**src/rtl/hdlc_tx_pkg.sv**
```systemverilog
package hdlc_tx_pkg;

  typedef enum logic [2:0] {
    FLD_FILL  = 3'd0,
    FLD_OPEN  = 3'd1,
    FLD_DATA  = 3'd2,
    FLD_CRCL  = 3'd3,
    FLD_CRCH  = 3'd4,
    FLD_CLOSE = 3'd5,
    FLD_ABORT = 3'd6
  } fld_e;

  localparam logic [7:0]  FLAG_BYTE  = 8'h7E;
  localparam logic [7:0]  IDLE_BYTE  = 8'hFF;
  localparam logic [7:0]  ABORT_BYTE = 8'hFE;
  localparam logic [15:0] FCS_INIT   = 16'hFFFF;
  localparam logic [15:0] FCS_POLY_R = 16'h8408;
  localparam int          STUFF_RUN  = 5;

  // one bit of the reflected CRC-16 update
  function automatic logic [15:0] fcs_step(input logic [15:0] cur, input logic din);
    logic fb;
    fb = cur[0] ^ din;
    fcs_step = {1'b0, cur[15:1]} ^ (fb ? FCS_POLY_R : 16'h0000);
  endfunction

  function automatic logic stuffable(input fld_e f);
    stuffable = (f == FLD_DATA) || (f == FLD_CRCL) || (f == FLD_CRCH);
  endfunction

endpackage

```
**src/rtl/hdlc_tx_fifo.sv**
```systemverilog
module hdlc_tx_fifo #(
  parameter int DEPTH = 64,
  parameter int WIDTH = 9
) (
  input  logic                           clk,
  input  logic                           rst_n,
  input  logic                           flush,
  input  logic                           push,
  input  logic [WIDTH-1:0]               push_data,
  input  logic                           pop,
  output logic [WIDTH-1:0]               head,
  output logic [$clog2(DEPTH):0]         count
);
  localparam int AW    = $clog2(DEPTH);
  localparam int CNT_W = AW + 1;

  logic [WIDTH-1:0] mem [DEPTH];
  logic [AW-1:0]    wr_ptr, rd_ptr, wr_ptr_n, rd_ptr_n;
  logic [CNT_W-1:0] cnt_n;
  logic             do_push, do_pop;

  assign do_push = push && (count != CNT_W'(DEPTH));
  assign do_pop  = pop && (count != '0);
  assign head    = mem[rd_ptr];

  always_comb begin
    wr_ptr_n = wr_ptr;
    rd_ptr_n = rd_ptr;
    cnt_n    = count;
    if (flush) begin
      wr_ptr_n = '0;
      rd_ptr_n = '0;
      cnt_n    = '0;
    end else begin
      if (do_push) wr_ptr_n = wr_ptr + AW'(1);
      if (do_pop)  rd_ptr_n = rd_ptr + AW'(1);
      case ({do_push, do_pop})
        2'b10:   cnt_n = count + CNT_W'(1);
        2'b01:   cnt_n = count - CNT_W'(1);
        default: cnt_n = count;
      endcase
    end
  end

  always_ff @(posedge clk or negedge rst_n) begin
    if (!rst_n) begin
      wr_ptr <= '0;
      rd_ptr <= '0;
      count  <= '0;
    end else begin
      wr_ptr <= wr_ptr_n;
      rd_ptr <= rd_ptr_n;
      count  <= cnt_n;
    end
  end

  always_ff @(posedge clk) begin
    if (do_push && !flush) mem[wr_ptr] <= push_data;
  end

endmodule

```
**src/rtl/hdlc_tx_serializer.sv**
```systemverilog
module hdlc_tx_serializer
  import hdlc_tx_pkg::*;
(
  input  logic       clk,
  input  logic       rst_n,
  input  logic       bit_en,
  input  logic       soft_rst,
  input  logic       abort_req,
  input  logic       fill_ones,
  input  logic       no_stuff,
  input  logic       no_crc,
  input  logic       fifo_empty,
  input  logic [8:0] fifo_head,
  output logic       fifo_pop,
  output logic       last_sent,
  output logic       tx_bit,
  output logic       msg_end,
  output logic       underrun
);
  logic [7:0]  sh, sh_n, wbyte;
  logic [3:0]  cnt, cnt_n, wcnt;
  fld_e        fld, fld_n, wfld;
  logic [2:0]  ones, ones_n;
  logic [15:0] crc, crc_n;
  logic        tag, tag_n, abt, abt_n, txb_n, mend_n, urun_n, take;

  always_comb begin
    sh_n = sh; cnt_n = cnt; fld_n = fld; ones_n = ones; crc_n = crc;
    tag_n = tag; abt_n = abt | abort_req; txb_n = tx_bit;
    mend_n = msg_end; urun_n = underrun;
    fifo_pop = 1'b0; last_sent = 1'b0; take = 1'b0;
    wbyte = sh; wcnt = cnt; wfld = fld;
    if (bit_en) begin
      if (!no_stuff && ones == 3'(STUFF_RUN)) begin
        txb_n  = 1'b0;
        ones_n = '0;
      end else begin
        if (cnt == '0) begin
          wcnt = 4'd8;
          if (abt) begin
            wbyte = ABORT_BYTE; wfld = FLD_ABORT; abt_n = abort_req;
          end else begin
            case (fld)
              FLD_OPEN: take = 1'b1;
              FLD_DATA: begin
                if (tag) begin
                  last_sent = 1'b1;
                  if (!no_crc) begin
                    wbyte = ~crc[7:0]; wfld = FLD_CRCL;
                  end else begin
                    wbyte = FLAG_BYTE; wfld = FLD_CLOSE; mend_n = 1'b1;
                  end
                end else take = 1'b1;
              end
              FLD_CRCL: begin wbyte = ~crc[15:8]; wfld = FLD_CRCH; end
              FLD_CRCH: begin wbyte = FLAG_BYTE; wfld = FLD_CLOSE; mend_n = 1'b1; end
              default: begin
                if (!fifo_empty) begin
                  wbyte = FLAG_BYTE; wfld = FLD_OPEN; crc_n = FCS_INIT;
                  mend_n = 1'b0; urun_n = 1'b0;
                end else begin
                  wbyte = fill_ones ? IDLE_BYTE : FLAG_BYTE; wfld = FLD_FILL;
                end
              end
            endcase
            if (take) begin
              if (!fifo_empty) begin
                wbyte = fifo_head[7:0]; tag_n = fifo_head[8];
                fifo_pop = 1'b1; wfld = FLD_DATA;
              end else begin
                wbyte = ABORT_BYTE; wfld = FLD_ABORT;
                urun_n = 1'b1; mend_n = 1'b1;
              end
            end
          end
        end
        txb_n = wbyte[0];
        sh_n  = {1'b0, wbyte[7:1]};
        cnt_n = wcnt - 4'd1;
        fld_n = wfld;
        if (stuffable(wfld) && !no_stuff) ones_n = wbyte[0] ? ones + 3'd1 : 3'd0;
        else                              ones_n = '0;
        if (wfld == FLD_DATA) crc_n = fcs_step(crc, wbyte[0]);
      end
    end
    if (soft_rst) begin
      sh_n = '0; cnt_n = '0; fld_n = FLD_FILL; ones_n = '0; crc_n = FCS_INIT;
      tag_n = 1'b0; abt_n = 1'b0; txb_n = 1'b1; mend_n = 1'b0; urun_n = 1'b0;
      fifo_pop = 1'b0; last_sent = 1'b0;
    end
  end

  always_ff @(posedge clk or negedge rst_n) begin
    if (!rst_n) begin
      sh <= '0; cnt <= '0; fld <= FLD_FILL; ones <= '0; crc <= FCS_INIT;
      tag <= 1'b0; abt <= 1'b0; tx_bit <= 1'b1; msg_end <= 1'b0; underrun <= 1'b0;
    end else begin
      sh <= sh_n; cnt <= cnt_n; fld <= fld_n; ones <= ones_n; crc <= crc_n;
      tag <= tag_n; abt <= abt_n; tx_bit <= txb_n; msg_end <= mend_n; underrun <= urun_n;
    end
  end

endmodule

```
**src/rtl/hdlc_tx_ctrl.sv**
```systemverilog
module hdlc_tx_ctrl #(
  parameter int FIFO_DEPTH = 64
) (
  input  logic       clk,
  input  logic       rst_n,
  input  logic       bit_en,
  input  logic       wr_en,
  input  logic [7:0] wr_data,
  input  logic       eom_set,
  input  logic       fill_ones,
  input  logic       no_stuff,
  input  logic       no_crc,
  input  logic       abort_cmd,
  input  logic       reset_cmd,
  output logic       tx_bit,
  output logic       eom_pend,
  output logic       st_full,
  output logic       st_half,
  output logic       st_notfull,
  output logic       st_empty,
  output logic       st_underrun,
  output logic       st_msg_end
);
  localparam int CNT_W     = $clog2(FIFO_DEPTH) + 1;
  localparam int HALF_MARK = FIFO_DEPTH / 2;

  logic             rst_prev, abt_prev, rst_edge, abort_edge, flush;
  logic             eom_armed, eom_pend_n, eom_armed_n, tag_wr, accept;
  logic             pop, last_sent;
  logic [8:0]       head;
  logic [CNT_W-1:0] count;

  assign rst_edge   = reset_cmd & ~rst_prev;
  assign abort_edge = abort_cmd & ~abt_prev;
  assign flush      = rst_edge | abort_edge;
  assign accept     = wr_en & ~st_full & ~flush;
  assign tag_wr     = eom_pend & ~eom_armed;

  assign st_full    = (count == CNT_W'(FIFO_DEPTH));
  assign st_half    = (count <= CNT_W'(HALF_MARK));
  assign st_notfull = ~st_full;
  assign st_empty   = (count == '0);

  always_comb begin
    eom_pend_n  = eom_pend;
    eom_armed_n = eom_armed;
    if (flush) begin
      eom_pend_n  = 1'b0;
      eom_armed_n = 1'b0;
    end else begin
      if (eom_set)        eom_pend_n = 1'b1;
      else if (last_sent) eom_pend_n = 1'b0;
      if (accept && tag_wr) eom_armed_n = 1'b1;
      else if (last_sent)   eom_armed_n = 1'b0;
    end
  end

  always_ff @(posedge clk or negedge rst_n) begin
    if (!rst_n) begin
      rst_prev  <= 1'b0;
      abt_prev  <= 1'b0;
      eom_pend  <= 1'b0;
      eom_armed <= 1'b0;
    end else begin
      rst_prev  <= reset_cmd;
      abt_prev  <= abort_cmd;
      eom_pend  <= eom_pend_n;
      eom_armed <= eom_armed_n;
    end
  end

  hdlc_tx_fifo #(.DEPTH(FIFO_DEPTH), .WIDTH(9)) u_fifo (
    .clk       (clk),
    .rst_n     (rst_n),
    .flush     (flush),
    .push      (accept),
    .push_data ({tag_wr, wr_data}),
    .pop       (pop),
    .head      (head),
    .count     (count)
  );

  hdlc_tx_serializer u_ser (
    .clk        (clk),
    .rst_n      (rst_n),
    .bit_en     (bit_en),
    .soft_rst   (rst_edge),
    .abort_req  (abort_edge),
    .fill_ones  (fill_ones),
    .no_stuff   (no_stuff),
    .no_crc     (no_crc),
    .fifo_empty (st_empty),
    .fifo_head  (head),
    .fifo_pop   (pop),
    .last_sent  (last_sent),
    .tx_bit     (tx_bit),
    .msg_end    (st_msg_end),
    .underrun   (st_underrun)
  );

endmodule

```
**config.mk**
```make
export PLATFORM = sky130hd
export DESIGN_NAME = hdlc_tx_ctrl
export DESIGN_NICKNAME = d
export VERILOG_FILES = /design/src/rtl/hdlc_tx_pkg.sv /design/src/rtl/hdlc_tx_fifo.sv /design/src/rtl/hdlc_tx_serializer.sv /design/src/rtl/hdlc_tx_ctrl.sv
export SDC_FILE = /design/constraint.sdc
export NUM_CORES = 1
export LEC_CHECK = 0
export ABC_AREA = 1
export BUFFER_PORTS_ARGS = -buffer_cell sky130_fd_sc_hd__buf_2
export CAP_MARGIN = 0
export CORE_MARGIN = 2
export CORE_UTILIZATION = 28
export CTS_CLUSTER_DIAMETER = 120
export DETAILED_ROUTE_END_ITERATION = 16
export GPL_TIMING_DRIVEN = 0
export PLACE_DENSITY_LB_ADDON = 0.3
export SYNTH_ARGS = -nofsm -noshare
export SYNTH_HDL_FRONTEND = slang
export SYNTH_SLANG_ARGS = --single-unit
```
**constraint.sdc**
```tcl
create_clock -name clk -period 3.05 [get_ports clk]
set_input_delay 0.4575 -clock clk [delete_from_list [all_inputs] [get_ports clk]]
set_output_delay 0.4575 -clock clk [all_outputs]
set_load 0.01 [all_outputs]
```
==> results.txt, run 1 <==
- Instance count of the mapped netlist: between 2000 and 2500
* Hold-critical path endpoint: eom_pend
* Pre-CTS setup slack: -0.873 ns
* Share of Yosys cell area claimed by the top area cell type: roughly 65%
- CP Class: reg2reg
* Slew at the pin closest to its max-slew limit: 1.40 ns
* Placement Cell Area: 28200 um2
- Number of buffers created by CTS: just over 70
- In this run the remaining antenna-violating nets after routing total 0.
* Number of filler instances in the final layout: ~9400
- Worst hold path stage count: 3
- In this design, the largest share of critical-path delay is due to buffers and inverters.
- Summed over all cells, the static leakage comes to around 11 nW.
* Number of iterations in the first detailed-routing pass: 5
- Sequential cell area fraction in the yosys report: 71.1%
* Kind of launch point of the worst setup path: register
- After global routing the overflow that remains totals 0.
* Skew-Pair Late Insertion Delay: about 0.6 ns
* Max Cap Violations: 0
- Layout cells sized above 1: 15.2%
- Count of non-filler cells in the finished layout: 3638
* Min-Delay Startpoint: eom_set
* VDD IR-drop max: approximately 0.35 mV
- In the synthesized netlist the async set-or-reset flop fraction comes to under 10%.
- Clock-pin slew on the worst setup and hold paths: approximately 0.060 ns
- Final Max Slew Viols: 0
- Per-cell via count in the routed design: 5.20
- Power spread over the standard cell area amounts to about 670 nW/um2.
- The core region is ~94000 um2.
* Synth Warn #: 0
* Synthesized area divided by synthesized cell count: roughly 12 um2
- Global-route usage over all layers: 19.0%
- The first global-routing pass estimated ~130 mm of wire.
- Number of enable-type register cells in the synthesized netlist: about 580
- The startpoint identified for the worst register-to-register timing path is u_fifo.rd_ptr[1].
- After the first detailed-routing iteration, the DRC count stood at ~2400.
* Syn Std Cell Area: 26500 um2
- The worst setup path is captured at a register.
- Count of nets after finishing: 2358
- Slowest stage cell, crit path: sky130_fd_sc_hd__clkdlybuf4s15_1
* Horizontal die dimension: 312 um
* Critical register-to-register path endpoint: u_ser.tag
- Setup repair after global routing left no endpoint under its margin.
- In this run the worst path has a maximum fanout of 10.
* Arrival time of data at the critical path endpoint: 3.59 ns
- In this run the register-to-register setup slack is -0.02 ns.
* List of most frequent post-synthesis cells: 576 x sky130_fd_sc_hd__edfxtp_1, 424 x sky130_fd_sc_hd__nor2_1, 282 x sky130_fd_sc_hd__o21ai_0
- Vias in the first global route: about 18000
- Endpoints failing hold: 0
- Cell with the most instances after synthesis: sky130_fd_sc_hd__edfxtp_1
- The tree built by TritonCTS fans out to 637 sinks.
- Dividing the detail-routed wire length by the instance count gives roughly 26 um.
* Via count of the routed design: 18900
- The flow ran to the end, but the final reports show violations.
- Yosys top cell by area: sky130_fd_sc_hd__edfxtp_1
- Cell Chain, Critical Path: clkbuf_4, clkbuf_4, clkdlybuf4s15_1, o21ai_0, o211ai_1, nand3_1, a31oi_1, o31ai_2, o21ai_0
* Distinct cell type count after synthesis: 50
* Number of top-level design ports: 26
- Synthesis-stage register bit count: approximately 640
- After legalization and detailed placement, the total HPWL measured a little over 60 mm.
* CTS H-tree lvls: 3
- Root Buffer Master: sky130_fd_sc_hd__clkbuf_16
* Smallest setup slack after layout: -0.0198 ns
- Once placement completed, the tool counted placed cells totaling approximately 3500.
* Top FF cell, synth: sky130_fd_sc_hd__edfxtp_1
- CTS max path bufs: 3
- Setup violations remaining at the end of the flow were counted as 1.
- Initial standard-cell utilization of the core: 28.3%
* Violations in the final reports: setup timing
- At the worst endpoint, the required time is 3.57 ns.
- Area of the die: 97100 um2
- The worst pin sits at a relative slew slack of about 7%.
* DRT Wirelength: roughly 94 mm
* Overall die height: just over 300 um
* Final cycle utilization of the critical path: 101%
* Reg2Reg Depth: 9
- Top cells by area in the synthesized netlist: sky130_fd_sc_hd__edfxtp_1 65%, sky130_fd_sc_hd__nor2_1 6.0%, sky130_fd_sc_hd__o21ai_0 5.3%, sky130_fd_sc_hd__dfrtp_1 4.2%, sky130_fd_sc_hd__nand2_1 3.5%
- The path class of the tightest hold or removal check is in2reg.
- Buffers placed on the I/O ports in this run total 25.
* Post-route total power: 0.0206 W
* Stage delay of the slowest cell on the critical path: just over 0.7 ns
- GPL Wtd Cong: 0.915
- Post-Layout Inst Area: ~31000 um2
- The initial antenna violation count came to 1.
- Counting every net in the synthesized netlist gives between 2000 and 2500.
* Final critical-path required period: 3.07 ns
- Buffers plus inverters on the worst setup path: 3
- Max Clk Rate: between 0.3 and 0.4 GHz
- Compared with the post-synthesis result, the final layout area differs by 16.6%.
- For this run, design rule violations remaining after detail routing come to 0.
* CTS tree: built
- Worst-case clock skew: between 0.02 and 0.03 ns
- Largest net degree at the start of global routing: 65
* Cell row count: between 100 and 150
[worst max-delay path by stage]
| stage | start | endpoint | slack, ns | cells past startpoint |
|---|---|---|---|---|
| 2_1_floorplan | eom_pend | u_fifo.mem[0][8] | 0.56 | 2 |
| 3_3_place_gp | eom_pend | u_fifo.mem[38][8] | -1.08 | 2 |
| 3_5_place_dp | reset_cmd | u_fifo.mem[30][6] | -0.87 | 8 |
| 4_1_cts | u_fifo.count[2] | u_fifo.mem[24][3] | -0.31 | 8 |
| 5_1_grt | u_fifo.rd_ptr[0] | u_ser.sh[3] | 0.001 | 14 |
| 6_report | u_fifo.rd_ptr[1] | u_ser.tag | -0.02 | 9 |
[power by group]
part | internal (W) | leakage [nW] | switching (W)
registers | 0.00974 | 5.95 | 0.000130
clock network | 0.00480 | 1.07 | 0.00348
logic | 0.000656 | 3.54 | 0.00179
[metrics by stage]
| step | setup TNS, ns | hold WS (ns) | util (%) |
|---|---|---|---|
| final | -0.0198 | 0.0702 | 33.0 |
| after global routing | 0 | 0.0732 | 33.0 |
| after CTS | -17.56 | 0.0407 | 32.9 |
| after detailed placement | -318.94 | 0.468 | 30.2 |
| after global placement | -357.41 | 0.466 | 30.1 |
| after floorplan | 0 | 0.162 | - |
[repair_timing]
item	4_1_cts	5_1_grt
hold buffers	3	0
buffers inserted	9	1
pin swaps	3	7
setup endpoints to repair	548	126
hold endpoints to repair	29	0
resized for setup	97	59
[registers in the layout, summed over array words and instances (netlist names), 4 cells and up]
signal and cells:
u_fifo.mem 576, u_ser.crc 16, u_fifo.count 7, u_ser.sh 7, u_fifo.rd_ptr 6, u_fifo.wr_ptr 6
u_ser.cnt 4
[layout by cell type, fill, tap and decap left out, types with 4 or more instances in the layout]
master and instances:
sky130_fd_sc_hd__edfxtp_1 576, sky130_fd_sc_hd__nor2_1 358, sky130_fd_sc_hd__o21ai_0 281, sky130_fd_sc_hd__nand2_1 250, sky130_fd_sc_hd__nand3_1 109, sky130_fd_sc_hd__inv_1 80
sky130_fd_sc_hd__o22ai_1 75, sky130_fd_sc_hd__clkbuf_16 74, sky130_fd_sc_hd__buf_2 55, sky130_fd_sc_hd__nor2_2 50, sky130_fd_sc_hd__clkbuf_1 50, sky130_fd_sc_hd__o211ai_1 49
sky130_fd_sc_hd__dfrtp_1 43, sky130_fd_sc_hd__nand4_1 32, sky130_fd_sc_hd__a21oi_1 30, sky130_fd_sc_hd__nor2_4 26, sky130_fd_sc_hd__clkbuf_2 26, sky130_fd_sc_hd__buf_4 25
sky130_fd_sc_hd__o221ai_1 20, sky130_fd_sc_hd__dfstp_2 17, sky130_fd_sc_hd__a22oi_1 16, sky130_fd_sc_hd__inv_2 15, sky130_fd_sc_hd__clkinv_1 10, sky130_fd_sc_hd__nand2_2 9
sky130_fd_sc_hd__buf_6 9, sky130_fd_sc_hd__clkbuf_4 9, sky130_fd_sc_hd__clkinv_2 9, sky130_fd_sc_hd__o21ai_1 8, sky130_fd_sc_hd__ha_1 7, sky130_fd_sc_hd__nand3_2 6
sky130_fd_sc_hd__nand3b_1 5, sky130_fd_sc_hd__nand2_4 4, sky130_fd_sc_hd__bufinv_16 4
[per-layer routing]
metal	vias up	GRT usage, %	share of wire [%]
met5	-	0	0
met2	915	30.8	47
met1	9603	25.3	42
li1	8256	-	-
met4	0	7.91	3.9
met3	154	3.06	7.8
[worst reg2reg max path: stages, from the launching register on]
cell and delay, ns:
sky130_fd_sc_hd__dfrtp_1 0.42, sky130_fd_sc_hd__clkbuf_4 0.23, sky130_fd_sc_hd__clkbuf_4 0.28, sky130_fd_sc_hd__clkdlybuf4s15_1 0.72, sky130_fd_sc_hd__o21ai_0 0.21, sky130_fd_sc_hd__o211ai_1 0.40, sky130_fd_sc_hd__nand3_1 0.28, sky130_fd_sc_hd__a31oi_1 0.25
sky130_fd_sc_hd__o31ai_2 0.11, sky130_fd_sc_hd__o21ai_0 0.09
[layout make-up]
| type | instances | area [um2] | share of cell area [%] |
|---|---|---|---|
| antenna | 1 | 2.50 | 0.00810 |
| buffer | 120 | 682 | 2.21 |
| clock buffer | 96 | 1940 | 6.29 |
| clock inverter | 27 | 244 | 0.790 |
| inverter | 96 | 363 | 1.17 |
| multi-input combinational | 1367 | 6970 | 22.6 |
| sequential | 637 | 18800 | 61.0 |
| tap | 1254 | 1570 | 5.08 |
| timing repair buffer | 40 | 273 | 0.883 |
[logic make-up (layout without fill, tap and decap cells)]
logic type | Yosys count | count (layout) | share of synthesized area [%]
adder cells (fa/ha/maj) | 7 | 7 | 0.331
flip-flops | 637 | 637 | 71.1
AND/OR/NAND/NOR | 863 | 863 | 14.0
XOR/XNOR | 3 | 3 | 0.0992
AO/OA/AOI/OAI | 494 | 494 | 10.8
buffers and inverters | 220 | 379 | 3.70
other | 0 | 1 | 0
(Power assumes the default switching activity.)
==> run 2, diff against run 1 <==
RECOVER_POWER = 50   (was not set)
==> run 2 against run 1 <==
The run ends with capacitance limit, slew limit, setup timing left. Clock-buffer cell count is the same. Global-route usage unchanged. Clock skew hardly changed. Design area shrank 0.14%. Sequential share of layout area increased by 0.084 points. Hold slack got worse by 0.0010 ns.
==> results.txt, run 2 (synthesis gave the netlist of run 1 again) <==
- Run status: finished, violations left
- Violations in the final reports: capacitance limit, slew limit, setup timing
- Setup repair after global routing missed its margin: no
- Total congestion overflow after global routing: 0
* Endpoints failing hold: 0
- Power dissipated by switching net loads: 0.00540 W
* CTS max path bufs: 3
- VDD IR-drop max: roughly 0.35 mV
* Antenna violation net count after detailed routing: 0
- The worst setup path is launched from a register.
- Minimum setup slack among reg-to-reg paths: -0.06 ns
* Worst-case clock skew: approximately 0.026 ns
* Share of power burned in combinational logic: between 10% and 20%
- Vias in the first global route: ~18000
* Clock sink total: between 600 and 700
- Along the worst path, the maximum fanout reaches 10.
* Total power density per cell area: 668 nW/um2
- Final critical-path required period: about 3.1 ns
- Largest reg by FF count: u_fifo.mem
- In this run the vertical extent of the chip is between 300 and 400 um.
- The register with the most flip-flops in the layout has about 580 of them.
- Number of instances in the placed design: 3505
- Setup slack on the critical path of the routed design comes to -0.0590 ns.
* Area of the die: slightly below 100000 um2
- In this run the tightest slew margin relative to its limit is -84.1%.
- Per-cell via count in the routed design: between 5 and 6
* Detailed Place HPWL: between 60 and 70 mm
- At the worst endpoint, the arrival time is about 3.6 ns.
* Number of buffers created by CTS: slightly above 70
- Clock-pin slew was measured on the worst setup and hold paths at 0.06 ns.
* Commonest non-fill, non-tap cell in the layout: sky130_fd_sc_hd__edfxtp_1
- Via count of the routed design: around 19000
- Initial standard-cell utilization of the core: between 20% and 30%
- Slew at the pin closest to its max-slew limit: about 2.8 ns
- Number of top-level design ports: 26
- TritonCTS built the clock tree.
- In the final layout, the registers with the most flip-flops are u_fifo.mem: 576 flops, u_ser.crc: 16 flops.
* Count of non-filler cells in the finished layout: between 3000 and 4000
* Number of setup violations in the final report: 1
- Largest net degree at the start of global routing: between 60 and 70
- The worst register-to-register path ends at u_ser.tag.
- CTS H-tree lvls: 3
- Count of nets after finishing: 2358
* Power share of the sequential group: between 40% and 50%
* GPL Wtd Cong: ~0.9
- The first detailed-routing pass took 5 iterations.
- Cell row count: 112
* Residual DRC: 0
- Worst Setup End Kind: register
- Max Cap Violations: 7
- Beginning of the worst register-to-register path: u_fifo.rd_ptr[1]
- The first global-routing pass estimated ~130 mm of wire.
- Global-route usage over all layers: between 10% and 20%
* Switching share of power: between 20% and 30%
* Area of the core: approximately 94000 um2
- DRT Wirelength: 94.1 mm
- Counting cells, the worst reg-to-reg path comes to 9.
* Most frequent cells in the layout: 576 x sky130_fd_sc_hd__edfxtp_1, 359 x sky130_fd_sc_hd__nor2_1, 281 x sky130_fd_sc_hd__o21ai_0
- The worst path uses 102% of the clock period.
- Of the total power, the clock network draws approximately 40%.
* Final Max Slew Viols: about 470
* Max Clk Rate: around 0.32 GHz
- Initial antenna violation count: 1
- The post-route netlist has between 10% and 20% of its cells at a drive strength greater than 1.
- After detailed routing, the average wire length per cell comes to between 20 and 30 um.
- Root Buffer Master: sky130_fd_sc_hd__clkbuf_16
* CP Class: reg2reg
- Cell internal power was estimated by the tool at about 0.015 W.
- Worst Path Required: 3.57 ns
* Horizontal die dimension: between 300 and 400 um
* Relative area change from synthesis to final layout: 16.4%
* Worst hold path stage count: 3
- Cells fill approximately 33% of the core in the end.
- The layout has roughly 9400 filler cells.
* Number of design-rule violations left by the first detailed-router iteration: 2426
- Hold Crit Class: in2reg
* Hold-critical path endpoint: eom_pend
* Lkg Pwr: between 10 and 15 nW
- In this run the tool buffered the top-level ports with 25 buffer cells.
- Min-Delay Startpoint: eom_set
- Skew-Pair Late Insertion Delay: 0.61 ns
-- run 2: routing by layer --
layer | GRT usage [%] | part of all wire, % | wire length (um)
met5 | 0 | 0 | 0
met4 | 7.91 | 3.8 | 3580
met3 | 3.06 | 7.5 | 7070
met2 | 30.8 | 47 | 43900
met1 | 25.3 | 42 | 39500
-- run 2: power by group through the flow --
stage | logic [W] | registers, W | clock network (W)
after CTS | 0.00240 | 0.00988 | 0.00836
after global placement | 0.00233 | 0.0100 | 0
final | 0.00244 | 0.00988 | 0.00828
after floorplan | 0.00141 | 0.0100 | 0
after global routing | 0.00263 | 0.00990 | 0.00870
after detailed placement | 0.00238 | 0.0101 | 0
-- run 2: worst max-delay path: stages, from the launching register on --
cell and delay (ns):
sky130_fd_sc_hd__dfrtp_1 0.42, sky130_fd_sc_hd__clkbuf_4 0.24, sky130_fd_sc_hd__clkbuf_4 0.28, sky130_fd_sc_hd__clkdlybuf4s15_1 0.74
sky130_fd_sc_hd__o21ai_0 0.20, sky130_fd_sc_hd__o211ai_1 0.40, sky130_fd_sc_hd__nand3_1 0.28, sky130_fd_sc_hd__a31oi_1 0.25
sky130_fd_sc_hd__o31ai_2 0.11, sky130_fd_sc_hd__o21ai_0 0.09
-- run 2: through the flow --
step	total power, W	area (um2)	TNS (ns)	hold slack, ns	worst slack [ns]
6_report	0.0206	30900	-0.0590	0.0692	-0.0590
5_1_grt	0.0212	30800	0	0.0732	0.00144
4_1_cts	0.0206	30800	-17.56	0.0407	-0.310
3_5_place_dp	0.0124	28200	-318.94	0.468	-0.873
3_3_place_gp	0.0124	28200	-357.41	0.466	-1.08
2_1_floorplan	0.0114	26500	0	0.162	0.564
-- run 2: repair_timing --
item | CTS | global route
buffers inserted | 9 | 1
endpoints found under the hold margin | 29 | 0
endpoints found under the setup margin | 548 | 126
pin swaps | 3 | 7
gates resized for setup | 97 | 59
cloned | 0 | 0
hold buffers | 3 | 0
-- run 2: worst max-delay path by stage --
stage / end / cells past startpoint / from / slack (ns)
after global routing: u_ser.sh[3] / 14 / u_fifo.rd_ptr[0] / 0.001
final: u_ser.tag / 9 / u_fifo.rd_ptr[1] / -0.06
after floorplan: u_fifo.mem[0][8] / 2 / eom_pend / 0.56
after global placement: u_fifo.mem[38][8] / 2 / eom_pend / -1.08
after CTS: u_fifo.mem[24][3] / 8 / u_fifo.count[2] / -0.31
after detailed placement: u_fifo.mem[30][6] / 8 / reset_cmd / -0.87
-- run 2: layout make-up --
| type | instances | area [um2] | share of cell area [%] |
|---|---|---|---|
| Multi-Input combinational cell | 1367 | 6960 | 22.6 |
| Clock inverter | 27 | 244 | 0.791 |
| Clock buffer | 96 | 1940 | 6.30 |
| Tap cell | 1254 | 1570 | 5.09 |
| Inverter | 96 | 363 | 1.18 |
| Buffer | 120 | 682 | 2.21 |
| Sequential cell | 637 | 18800 | 61.1 |
| Timing Repair Buffer | 40 | 238 | 0.771 |
| Antenna cell | 1 | 2.50 | 0.00811 |
